**src/rtl/tlbw_pkg.sv**
```systemverilog
package tlbw_pkg;
    localparam int VA_W   = 32;
    localparam int OFF_W  = 20;
    localparam int PA_W   = 29;
    localparam int PTE_W  = 32;
    localparam int VPN_W  = VA_W - OFF_W;
    localparam int PPN_W  = PA_W - OFF_W;

    // page table word fields
    localparam int PTE_V   = 31;
    localparam int PTE_D   = 30;
    localparam int PTE_WR  = 29;
    localparam int PTE_RD  = 28;
    localparam int PTE_REF = 27;
    localparam int RSV_HI  = PTE_REF - 1;
    localparam int RSV_LO  = PPN_W;

    localparam logic [1:0] FLT_NONE = 2'd0;
    localparam logic [1:0] FLT_PAGE = 2'd1;
    localparam logic [1:0] FLT_PROT = 2'd2;

    typedef enum logic [1:0] {ST_IDLE, ST_WALK, ST_WB, ST_FILL} walk_st_e;

    typedef struct packed {
        logic              valid;
        logic              refd;
        logic              dirty;
        logic              wr_ok;
        logic              rd_ok;
        logic [VPN_W-1:0]  tag;
        logic [PPN_W-1:0]  ppn;
    } slot_t;
endpackage

```
**src/rtl/tlbw_cam.sv**
```systemverilog
module tlbw_cam
    import tlbw_pkg::*;
#(
    parameter int N  = 32,
    parameter int IW = $clog2(N)
) (
    input  logic             clk,
    input  logic             rst_n,
    input  logic             clr_all,
    input  logic [VPN_W-1:0] lk_vpn,
    output logic             hit,
    output logic [IW-1:0]    hit_idx,
    output slot_t            hit_slot,
    input  logic [IW-1:0]    sel_idx,
    output slot_t            sel_slot,
    output logic [N-1:0]     valid_vec,
    input  logic             wr_en,
    input  logic [IW-1:0]    wr_idx,
    input  slot_t            wr_slot
);
    slot_t        slots_q [N];
    logic [N-1:0] match;

    for (genvar g = 0; g < N; g++) begin : g_slot
        always_ff @(posedge clk or negedge rst_n) begin
            if (!rst_n) begin
                slots_q[g] <= '0;
            end else if (clr_all) begin
                slots_q[g].valid <= 1'b0;
            end else if (wr_en && wr_idx == IW'(g)) begin
                slots_q[g] <= wr_slot;
            end
        end
        assign match[g]     = slots_q[g].valid && slots_q[g].tag == lk_vpn;
        assign valid_vec[g] = slots_q[g].valid;
    end

    always_comb begin
        hit     = |match;
        hit_idx = '0;
        for (int i = 0; i < N; i++) begin
            if (match[i]) hit_idx = IW'(i);
        end
        hit_slot = slots_q[hit_idx];
        sel_slot = slots_q[sel_idx];
    end
endmodule

```
**src/rtl/tlbw_lru.sv**
```systemverilog
module tlbw_lru #(
    parameter int N  = 32,
    parameter int IW = $clog2(N)
) (
    input  logic          clk,
    input  logic          rst_n,
    input  logic          reorder,
    input  logic          touch,
    input  logic [IW-1:0] touch_idx,
    output logic [IW-1:0] lru_idx
);
    // rank 0 = most recent, rank N-1 = next to be replaced
    logic [IW-1:0] rank_q [N];
    logic [IW-1:0] touched_rank;

    assign touched_rank = rank_q[touch_idx];

    for (genvar g = 0; g < N; g++) begin : g_rank
        always_ff @(posedge clk or negedge rst_n) begin
            if (!rst_n) begin
                rank_q[g] <= IW'(g);
            end else if (reorder) begin
                rank_q[g] <= IW'(g);
            end else if (touch) begin
                if (touch_idx == IW'(g)) begin
                    rank_q[g] <= '0;
                end else if (rank_q[g] < touched_rank) begin
                    rank_q[g] <= rank_q[g] + 1'b1;
                end
            end
        end
    end

    always_comb begin
        lru_idx = '0;
        for (int i = 0; i < N; i++) begin
            if (rank_q[i] == IW'(N - 1)) lru_idx = IW'(i);
        end
    end
endmodule

```
**src/rtl/tlb_walker_top.sv**
```systemverilog
module tlb_walker_top
    import tlbw_pkg::*;
#(
    parameter int ENTRIES = 32
) (
    input  logic              clk,
    input  logic              rst_n,
    input  logic              req_valid,
    output logic              req_ready,
    input  logic [VA_W-1:0]   req_va,
    input  logic              req_write,
    output logic              rsp_valid,
    output logic [PA_W-1:0]   rsp_pa,
    output logic [1:0]        rsp_fault,
    input  logic [PA_W-1:0]   ptbr,
    input  logic              flush,
    output logic              mem_req,
    output logic              mem_we,
    output logic [PA_W-1:0]   mem_addr,
    output logic [PTE_W-1:0]  mem_wdata,
    input  logic              mem_ack,
    input  logic [PTE_W-1:0]  mem_rdata
);
    localparam int IDX_W = $clog2(ENTRIES);

    typedef struct packed {
        walk_st_e          st;
        logic [VPN_W-1:0]  vpn;
        logic [OFF_W-1:0]  off;
        logic              wr;
        logic              pte_d;
        logic              pte_w;
        logic              pte_r;
        logic [PPN_W-1:0]  pte_ppn;
        logic [IDX_W-1:0]  vict;
        logic              rsp_v;
        logic [PA_W-1:0]   rsp_pa;
        logic [1:0]        rsp_f;
        logic [PA_W-1:0]   base;
    } regs_t;

    regs_t q, n;

    logic               flush_now;
    logic [VPN_W-1:0]   lk_vpn;
    logic               hit;
    logic [IDX_W-1:0]   hit_idx;
    slot_t              hit_slot;
    logic [IDX_W-1:0]   sel_idx;
    slot_t              sel_slot;
    logic [ENTRIES-1:0] valid_vec;
    logic               cam_we;
    logic [IDX_W-1:0]   cam_widx;
    slot_t              cam_wslot;
    logic               lru_touch;
    logic [IDX_W-1:0]   lru_tidx;
    logic [IDX_W-1:0]   lru_idx;
    logic [IDX_W-1:0]   victim;
    logic               allowed;
    logic               pte_ok;

    tlbw_cam #(.N(ENTRIES), .IW(IDX_W)) cam_i (
        .clk(clk), .rst_n(rst_n), .clr_all(flush_now), .lk_vpn(lk_vpn),
        .hit(hit), .hit_idx(hit_idx), .hit_slot(hit_slot),
        .sel_idx(sel_idx), .sel_slot(sel_slot), .valid_vec(valid_vec),
        .wr_en(cam_we), .wr_idx(cam_widx), .wr_slot(cam_wslot)
    );

    tlbw_lru #(.N(ENTRIES), .IW(IDX_W)) lru_i (
        .clk(clk), .rst_n(rst_n), .reorder(flush_now),
        .touch(lru_touch), .touch_idx(lru_tidx), .lru_idx(lru_idx)
    );

    always_comb begin
        n         = q;
        n.rsp_v   = 1'b0;
        n.rsp_f   = FLT_NONE;
        n.rsp_pa  = '0;
        n.base    = ptbr;
        flush_now = flush || (ptbr != q.base);
        req_ready = (q.st == ST_IDLE) && !flush_now;
        lk_vpn    = req_va[VA_W-1:OFF_W];
        allowed   = 1'b0;
        cam_we    = 1'b0;
        cam_widx  = hit_idx;
        cam_wslot = hit_slot;
        lru_touch = 1'b0;
        lru_tidx  = hit_idx;
        mem_req   = 1'b0;
        mem_we    = 1'b0;
        mem_addr  = q.base + PA_W'(q.vpn);
        mem_wdata = '0;
        pte_ok    = mem_rdata[PTE_V] && (mem_rdata[RSV_HI:RSV_LO] == '0);

        victim = lru_idx;
        for (int i = ENTRIES - 1; i >= 0; i--) begin
            if (!valid_vec[i]) victim = IDX_W'(i);
        end
        sel_idx = (q.st == ST_WALK) ? victim : q.vict;

        case (q.st)
            ST_IDLE: begin
                if (req_valid && req_ready) begin
                    if (hit) begin
                        allowed = req_write ? hit_slot.wr_ok : hit_slot.rd_ok;
                        n.rsp_v = 1'b1;
                        if (allowed) begin
                            cam_we          = 1'b1;
                            cam_wslot.refd  = 1'b1;
                            cam_wslot.dirty = hit_slot.dirty | req_write;
                            lru_touch       = 1'b1;
                            n.rsp_pa        = {hit_slot.ppn, req_va[OFF_W-1:0]};
                        end else begin
                            n.rsp_f = FLT_PROT;
                        end
                    end else begin
                        n.st  = ST_WALK;
                        n.vpn = lk_vpn;
                        n.off = req_va[OFF_W-1:0];
                        n.wr  = req_write;
                    end
                end
            end
            ST_WALK: begin
                mem_req = 1'b1;
                if (mem_ack) begin
                    if (!pte_ok) begin
                        n.rsp_v = 1'b1;
                        n.rsp_f = FLT_PAGE;
                        n.st    = ST_IDLE;
                    end else begin
                        n.pte_d   = mem_rdata[PTE_D];
                        n.pte_w   = mem_rdata[PTE_WR];
                        n.pte_r   = mem_rdata[PTE_RD];
                        n.pte_ppn = mem_rdata[PPN_W-1:0];
                        n.vict    = victim;
                        n.st      = (sel_slot.valid && sel_slot.dirty) ? ST_WB : ST_FILL;
                    end
                end
            end
            ST_WB: begin
                mem_req                = 1'b1;
                mem_we                 = 1'b1;
                mem_addr               = q.base + PA_W'(sel_slot.tag);
                mem_wdata[PTE_V]       = 1'b1;
                mem_wdata[PTE_D]       = 1'b1;
                mem_wdata[PTE_WR]      = sel_slot.wr_ok;
                mem_wdata[PTE_RD]      = sel_slot.rd_ok;
                mem_wdata[PTE_REF]     = sel_slot.refd;
                mem_wdata[PPN_W-1:0]   = sel_slot.ppn;
                if (mem_ack) n.st = ST_FILL;
            end
            ST_FILL: begin
                allowed         = q.wr ? q.pte_w : q.pte_r;
                cam_we          = 1'b1;
                cam_widx        = q.vict;
                cam_wslot.valid = 1'b1;
                cam_wslot.refd  = 1'b1;
                cam_wslot.dirty = q.pte_d | (q.wr & allowed);
                cam_wslot.wr_ok = q.pte_w;
                cam_wslot.rd_ok = q.pte_r;
                cam_wslot.tag   = q.vpn;
                cam_wslot.ppn   = q.pte_ppn;
                lru_touch       = 1'b1;
                lru_tidx        = q.vict;
                n.rsp_v         = 1'b1;
                n.rsp_f         = allowed ? FLT_NONE : FLT_PROT;
                n.rsp_pa        = allowed ? {q.pte_ppn, q.off} : '0;
                n.st            = ST_IDLE;
            end
            default: n.st = ST_IDLE;
        endcase
    end

    always_ff @(posedge clk or negedge rst_n) begin
        if (!rst_n) q <= '0;
        else        q <= n;
    end

    assign rsp_valid = q.rsp_v;
    assign rsp_pa    = q.rsp_pa;
    assign rsp_fault = q.rsp_f;
endmodule

```
**config.mk**
```make
export PLATFORM = sky130hd
export DESIGN_NAME = tlb_walker_top
export DESIGN_NICKNAME = d
export VERILOG_FILES = /design/src/rtl/tlbw_pkg.sv /design/src/rtl/tlbw_cam.sv /design/src/rtl/tlbw_lru.sv /design/src/rtl/tlb_walker_top.sv
export SDC_FILE = /design/constraint.sdc
export NUM_CORES = 2
export LEC_CHECK = 0
export ABC_AREA = 0
export BUFFER_PORTS_ARGS = -buffer_cell sky130_fd_sc_hd__buf_4
export CAP_MARGIN = 20
export CELL_PAD_IN_SITES_DETAIL_PLACEMENT = 1
export CELL_PAD_IN_SITES_GLOBAL_PLACEMENT = 2
export CORE_MARGIN = 4
export CORE_UTILIZATION = 47
export DETAILED_ROUTE_END_ITERATION = 10
export HOLD_SLACK_MARGIN = 0.15
export PLACE_DENSITY_LB_ADDON = 0.25
export SYNTH_ARGS = -nofsm -noshare
export SYNTH_HDL_FRONTEND = slang
export SYNTH_HIERARCHICAL = 1
export SYNTH_SLANG_ARGS = --single-unit
```
**constraint.sdc**
```tcl
create_clock -name clk -period 22.3 [get_ports clk]
set_input_delay 1.115 -clock clk [delete_from_list [all_inputs] [get_ports clk]]
set_output_delay 1.115 -clock clk [all_outputs]
set_load 0.01 [all_outputs]
```
---- Word level (Yosys, flattened, before mapping) ----
Index checks and enable logic that the tools add are counted.
W data, S select, Z words.
cells by class
  $add $sub $neg .......................... 34
  magnitude comparators ................... 35
  eq/ne operators ......................... 102
  muxes and demuxes ....................... 334
  bitwise logic cells ..................... 8
  reductions and logical operators ........ 207
operator list
  operator               number
  $mux W5                197
  $mux W26               36
  $eq A12 B12 Y1         32
  $bmux W26 S5           2
  $eq A5 B5 Y1 const B   47
  $add A5 B1 Y5 const B  32
  $lt A5 B5 Y1           32
  $reduce_and A2 Y1      64
  $reduce_bool A3 Y1     32
  $mux W29               3
  $mux W35               2
  $logic_and A1 B1 Y1    68
  $reduce_bool A2 Y1     33
  $mux W32               2
  $mux W4                16
  $add A29 B12 Y29       2
  $pmux W29 S2           1
  $mux W1                47
  $eq A5 B4 Y1 const B   8
  $reduce_or A32 Y1      1
  $ne A29 B29 Y1         1
  $bmux W5 S5            1
  $mux W2                12
  $mux W3                8
  other kinds (27)       41
word-level totals
  register bits after elaboration ......... 1105
  logic and storage cells ................. 989

---- Logic depth before layout (Yosys ltp) ----
  depth after elaboration ................. 74
  depth in mapped cells ................... 33
  depth with buffers taken out ............ 29

---- Modules after synthesis ----
Netlist, hierarchy kept.
by module, submodules not included
  module          instances  cells an instance  area each (µm²)
  tlbw_cam        1          4101               50651.1
  tlbw_lru        1          1458               13605.5
  tlb_walker_top  1          611                6820.3

---- Least setup slack after synthesis ----
Ideal clock, no wire load.
  path kind ............................... input-to-reg
  start point ............................. input req_va[27]
  end point ............................... register lru_i/rank_q[53] in the netlist's numbering
  data arrival time ....................... 8990 ps
  required time ........................... 22174 ps
  setup slack ............................. 13184 ps
  cell stages on the path ................. 27
  path buffers ............................ 9
  cell sequence ........................... buf_4 xnor2_1 nand4_1 or4_1 nor2b_1 a221oi_4 o22ai_4 inv_4 buf_8 buf_8 buf_8 buf_6 mux2_2 buf_2 clkbuf_1 buf_1 clkbuf_1 mux4_2 mux4_2 mux2i_1 ha_1 o21a_1 o221a_2 o21ai_0 nor2b_1 a41oi_1 a221o_1
between the ends
  elaborated cells between the ends (all ways) .. 118
RTL lines
  element                                      RTL line              RTL
  from (decl)                                  tlb_walker_top.sv:10  input logic [VA_W-1:0] req_va,
  $eq A12 B12 Y1                               tlbw_cam.sv:34        assign match[g] = slots_q[g].valid && slots_q[g].tag == lk_vpn;
  $logic_and A1 B1 Y1                          tlbw_cam.sv:34
  $mux W2 (2 in series)                        tlbw_cam.sv:42        if (match[i]) hit_idx = IW'(i);
  $mux W3 (4 in series)                        tlbw_cam.sv:42
  $mux W4 (8 in series)                        tlbw_cam.sv:42
  $mux W5 (15 in series)                       tlbw_cam.sv:42
  $mux W5 (*)                                  tlbw_cam.sv:42
  net hit_idx[1]                               tlb_walker_top.sv:47  logic [IDX_W-1:0] hit_idx;
  $mux W5 (*)                                  -
  net cam_widx[1]                              tlb_walker_top.sv:53  logic [IDX_W-1:0] cam_widx;
  $not A5 Y6 (implied by the code)             tlbw_lru.sv:16        assign touched_rank = rank_q[touch_idx];
  $bmux W5 S5                                  tlbw_lru.sv:16
  $mux W5 (implied by the code) (2 in series)  tlbw_lru.sv:16
  $lt A5 B5 Y1                                 tlbw_lru.sv:27        end else if (rank_q[g] < touched_rank) begin
  $reduce_bool A3 Y1 (no source line)          -
  $reduce_and A2 Y1 (no source line)           -
  to (signal, indexed assignment)              tlbw_lru.sv:21        rank_q[g] <= IW'(g);
  to (signal, indexed assignment)              tlbw_lru.sv:23        rank_q[g] <= IW'(g);
  to (signal, indexed assignment)              tlbw_lru.sv:28        rank_q[g] <= rank_q[g] + 1'b1;
  to (decl)                                    tlbw_lru.sv:13        logic [IW-1:0] rank_q [N];
The timed path passes the listed nets; every way through them passes the cells marked *. The select of a mux whose other input is x is not followed.
A chain may end at the register's enable or synchronous reset.

==> impl_metrics.toml <==
[clocking]
postCtsHoldBufs = 0
cts_buffer_depth = 3
root_buffer = "clkbuf_16"
clk_pin_slew_ns = 0.06
insertion_delay_ns = 0.81
cts_tree = "yes"
ctsResizeCount = 0
numCtsBuffers = 136
post-cts-setup-buffers = 0
h-tree-depth = 4
clock_sinks = 1105

[logic_synthesis]
synthArstFlopShare = 1.000
synthFlopType = "dfrtp_1"
synth_edf_count = 0
synth_cell_types = 97
syn_area_per_cell_sq_um = 11.52
ys_warn_count = 6
ys_ff_latch = 1105
syn_area_sq_um = 71080
postSynthCellCount = 6170
yosysSeqAreaShare = 0.3904

[floorplanning]
num_rows = 142
die_h_um = 396.9
start_util = 0.4734
die_w_um = 396.9
io_pins = 195
design.core.area_sq_um = 150100
die-area_sq_um = 157500

[grt]
grt_max_degree = 154
grt_overflow_total = 0
antenna_found_initial = 11
grt_pass1_vias = 56440
grtUsageTotal = 0.3438
grt_pass1_wl_mm = 402.2

[timing]
clock.fmax_mhz = 85.67
post-route-min-period_ns = 11.67
rsz0062_at_grt = "no"
drv_slew = 0
finClkSkew_ns = 0.06102
fin_tns_setup_ns = 0
worst_slew_pin_slew_ns = 1.245
post-route-period-util = 0.5234
slew_headroom = 0.1671
finalHoldViolCount = 0
finalSetupViolations = 0

[critical_path]
crit_fanout = 31
critPathLaunchType = "register"
required_ns = 21.19
critical_path_class = "reg -> out"
cp.arrival_ns = 10.56
cp_slowest_cell = "buf_4"
max_stage_delay_ns = 0.66
cpMostUsedCell = "o31ai_1"
cp-end-kind = "primary output"

[power]
p_per_area_nw_per_um2 = 61.75
p_leak_nw = 33.23
irDropWorstVdd_mv = 0.06768

[cells_and_area]
area.growth.synth_to_final_pct = 9.788
drive_above_1_share = 0.3254
fin_cells = 8200
design_area_sq_um = 78030
nets = 6379

[drt]
drt_iter0_drc = 4997
vias_per_cell = 6.677
avgRoutedWirePerCell_um = 33.50
vias = 54760
ant_nets = 0
first_pass_iters = 6
drc = 0
drt_wl_total_mm = 274.7

[place]
placed_area_sq_um = 73370
gp_congestion = 0.9112
dp.cells = 7944
post-dp-hpwl_mm = 185.8
io_buffers = 175

[hold_path]
hp-class = "in -> async"

[run_status]
status = "complete, no violations"

[run]
cap_viol_max_count = 0
[report_power, final]
group	internal, mW	switching (mW)
sequential	2.01	0.00513
clock	1.33	0.987
combinational	0.183	0.307
total	3.52	1.30
[through the flow]
| step | worst slack (ns) | hold WS [ns] | power [mW] | utilization |
|---|---|---|---|---|
| floorplan | 13.18 | 0.4663 | 2.370 | - |
| global placement | 11.21 | 0.4768 | 2.543 | 0.4886 |
| detailed placement | 11.06 | 0.4898 | 2.548 | 0.4887 |
| CTS | 10.61 | 0.3064 | 4.844 | 0.5194 |
| global route | 10.20 | 0.3258 | 4.955 | 0.5197 |
| finish | 10.63 | 0.2977 | 4.819 | 0.5198 |
[cells in the final DEF (no fill, tap or decap), drive strengths merged, types with 38 or more instances in the layout]
| cell type | count |
|---|---|
| nand3 | 259 |
| o2111ai | 45 |
| a211oi | 38 |
| o21ai | 258 |
| nand2b | 43 |
| xnor2 | 424 |
| nand2 | 292 |
| dfstp | 80 |
| a21oi | 147 |
| a22o | 43 |
| and3 | 60 |
| nor4 | 80 |
| nand4 | 123 |
| clkinv | 41 |
| o22ai | 92 |
| clkbuf | 192 |
| ha | 208 |
| buf | 300 |
| nor2 | 297 |
| mux2 | 971 |
| inv | 60 |
| mux4 | 309 |
| mux2i | 197 |
| dfrtp | 1025 |
| nor3 | 58 |
[worst max-delay path: cells and delay by family, from the launching register on]
kind | cells | cell delay [ns]
buf+inv | 3 | 1.25
mux | 4 | 1.96
xor+xnor | 1 | 0.22
compound gates | 15 | 4.23
fa+ha+maj | 3 | 0.82
flops | 1 | 0.61
simple gates | 4 | 0.54
[final cells by class]
type | instances | area [sq um]
diodes | 3 | 7.507
repair buffers | 302 | 2350
clock inverters | 58 | 730.7
flip-flops and latches | 1105 | 27750
fillers | 15560 | 72100
inverters | 55 | 211.5
clock buffers | 190 | 3877
multi-input cells | 4471 | 40580
well taps | 2016 | 2522
[synth_stat cells, types with 43 or more instances]
library cell	number	area share
a21oi_1	147	0.010
mux2_2	933	0.15
mux2i_1	197	0.028
nor3_1	56	0.0039
o21ai_0	251	0.018
mux4_2	309	0.098
a22o_1	43	0.0053
nor4_1	53	0.0047
nand2b_1	43	0.0038
ha_1	208	0.037
clkbuf_1	311	0.016
nand4_1	121	0.011
xnor2_1	424	0.052
buf_6	46	0.0073
nand3_1	257	0.018
nand2_1	292	0.015
inv_1	52	0.0027
dfstp_2	80	0.030
dfrtp_1	1025	0.36
and3_1	60	0.0053
o2111ai_1	44	0.0054
nor2_1	296	0.016
buf_4	115	0.012
o22ai_1	90	0.0079
[per-layer routing]
| metal | up-vias | part of all wire | global-route usage |
|---|---|---|---|
| met5 | - | 0.00017 | 0 |
| met4 | 8 | 0.045 | 0.1359 |
| met3 | 577 | 0.073 | 0.06598 |
| met2 | 2163 | 0.46 | 0.5432 |
| met1 | 29080 | 0.42 | 0.4681 |
| li1 | 22930 | - | - |
[cells by family after synthesis]
family / after synthesis / share of synthesized area
fa+ha+maj: 209 / 0.03690
flops: 1105 / 0.3904
xor+xnor: 438 / 0.05397
other cells: 1 / 0.00005276
buf+inv: 611 / 0.04547
simple gates: 1400 / 0.1024
mux: 1477 / 0.2810
compound gates: 929 / 0.08974
[path summary, 6_finish.rpt]
| kind | depth (start not counted) | start | slack [ns] | endpoint |
|---|---|---|---|---|
| setup reg to reg | 28 | cam_i/slots_q[36] | 12.28 | lru_i/rank_q[126] |
| setup / recovery | 30 | lru_i/rank_q[140] | 10.63 | mem_addr[26] |
| hold / removal | 1 | rst_n | 0.30 | q[20] |
| max in group asynchronous | 4 | rst_n | 18.84 | cam_i/slots_q[174] |
| hold reg to reg | 1 | q[82] | 0.50 | rsp_pa[3] |
| min in group clk | 1 | ptbr[10] | 0.44 | q[10] |
[flip-flops by register name (all words and copies together), names as in the netlist, named ones only]
register,flops
rsp_fault,2
rsp_valid,1
rsp_pa,29
cam_i/valid_vec,32
cam_i/slots_q,800
lru_i/rank_q,160
q,80
Power figures use the tool's default switching activity.
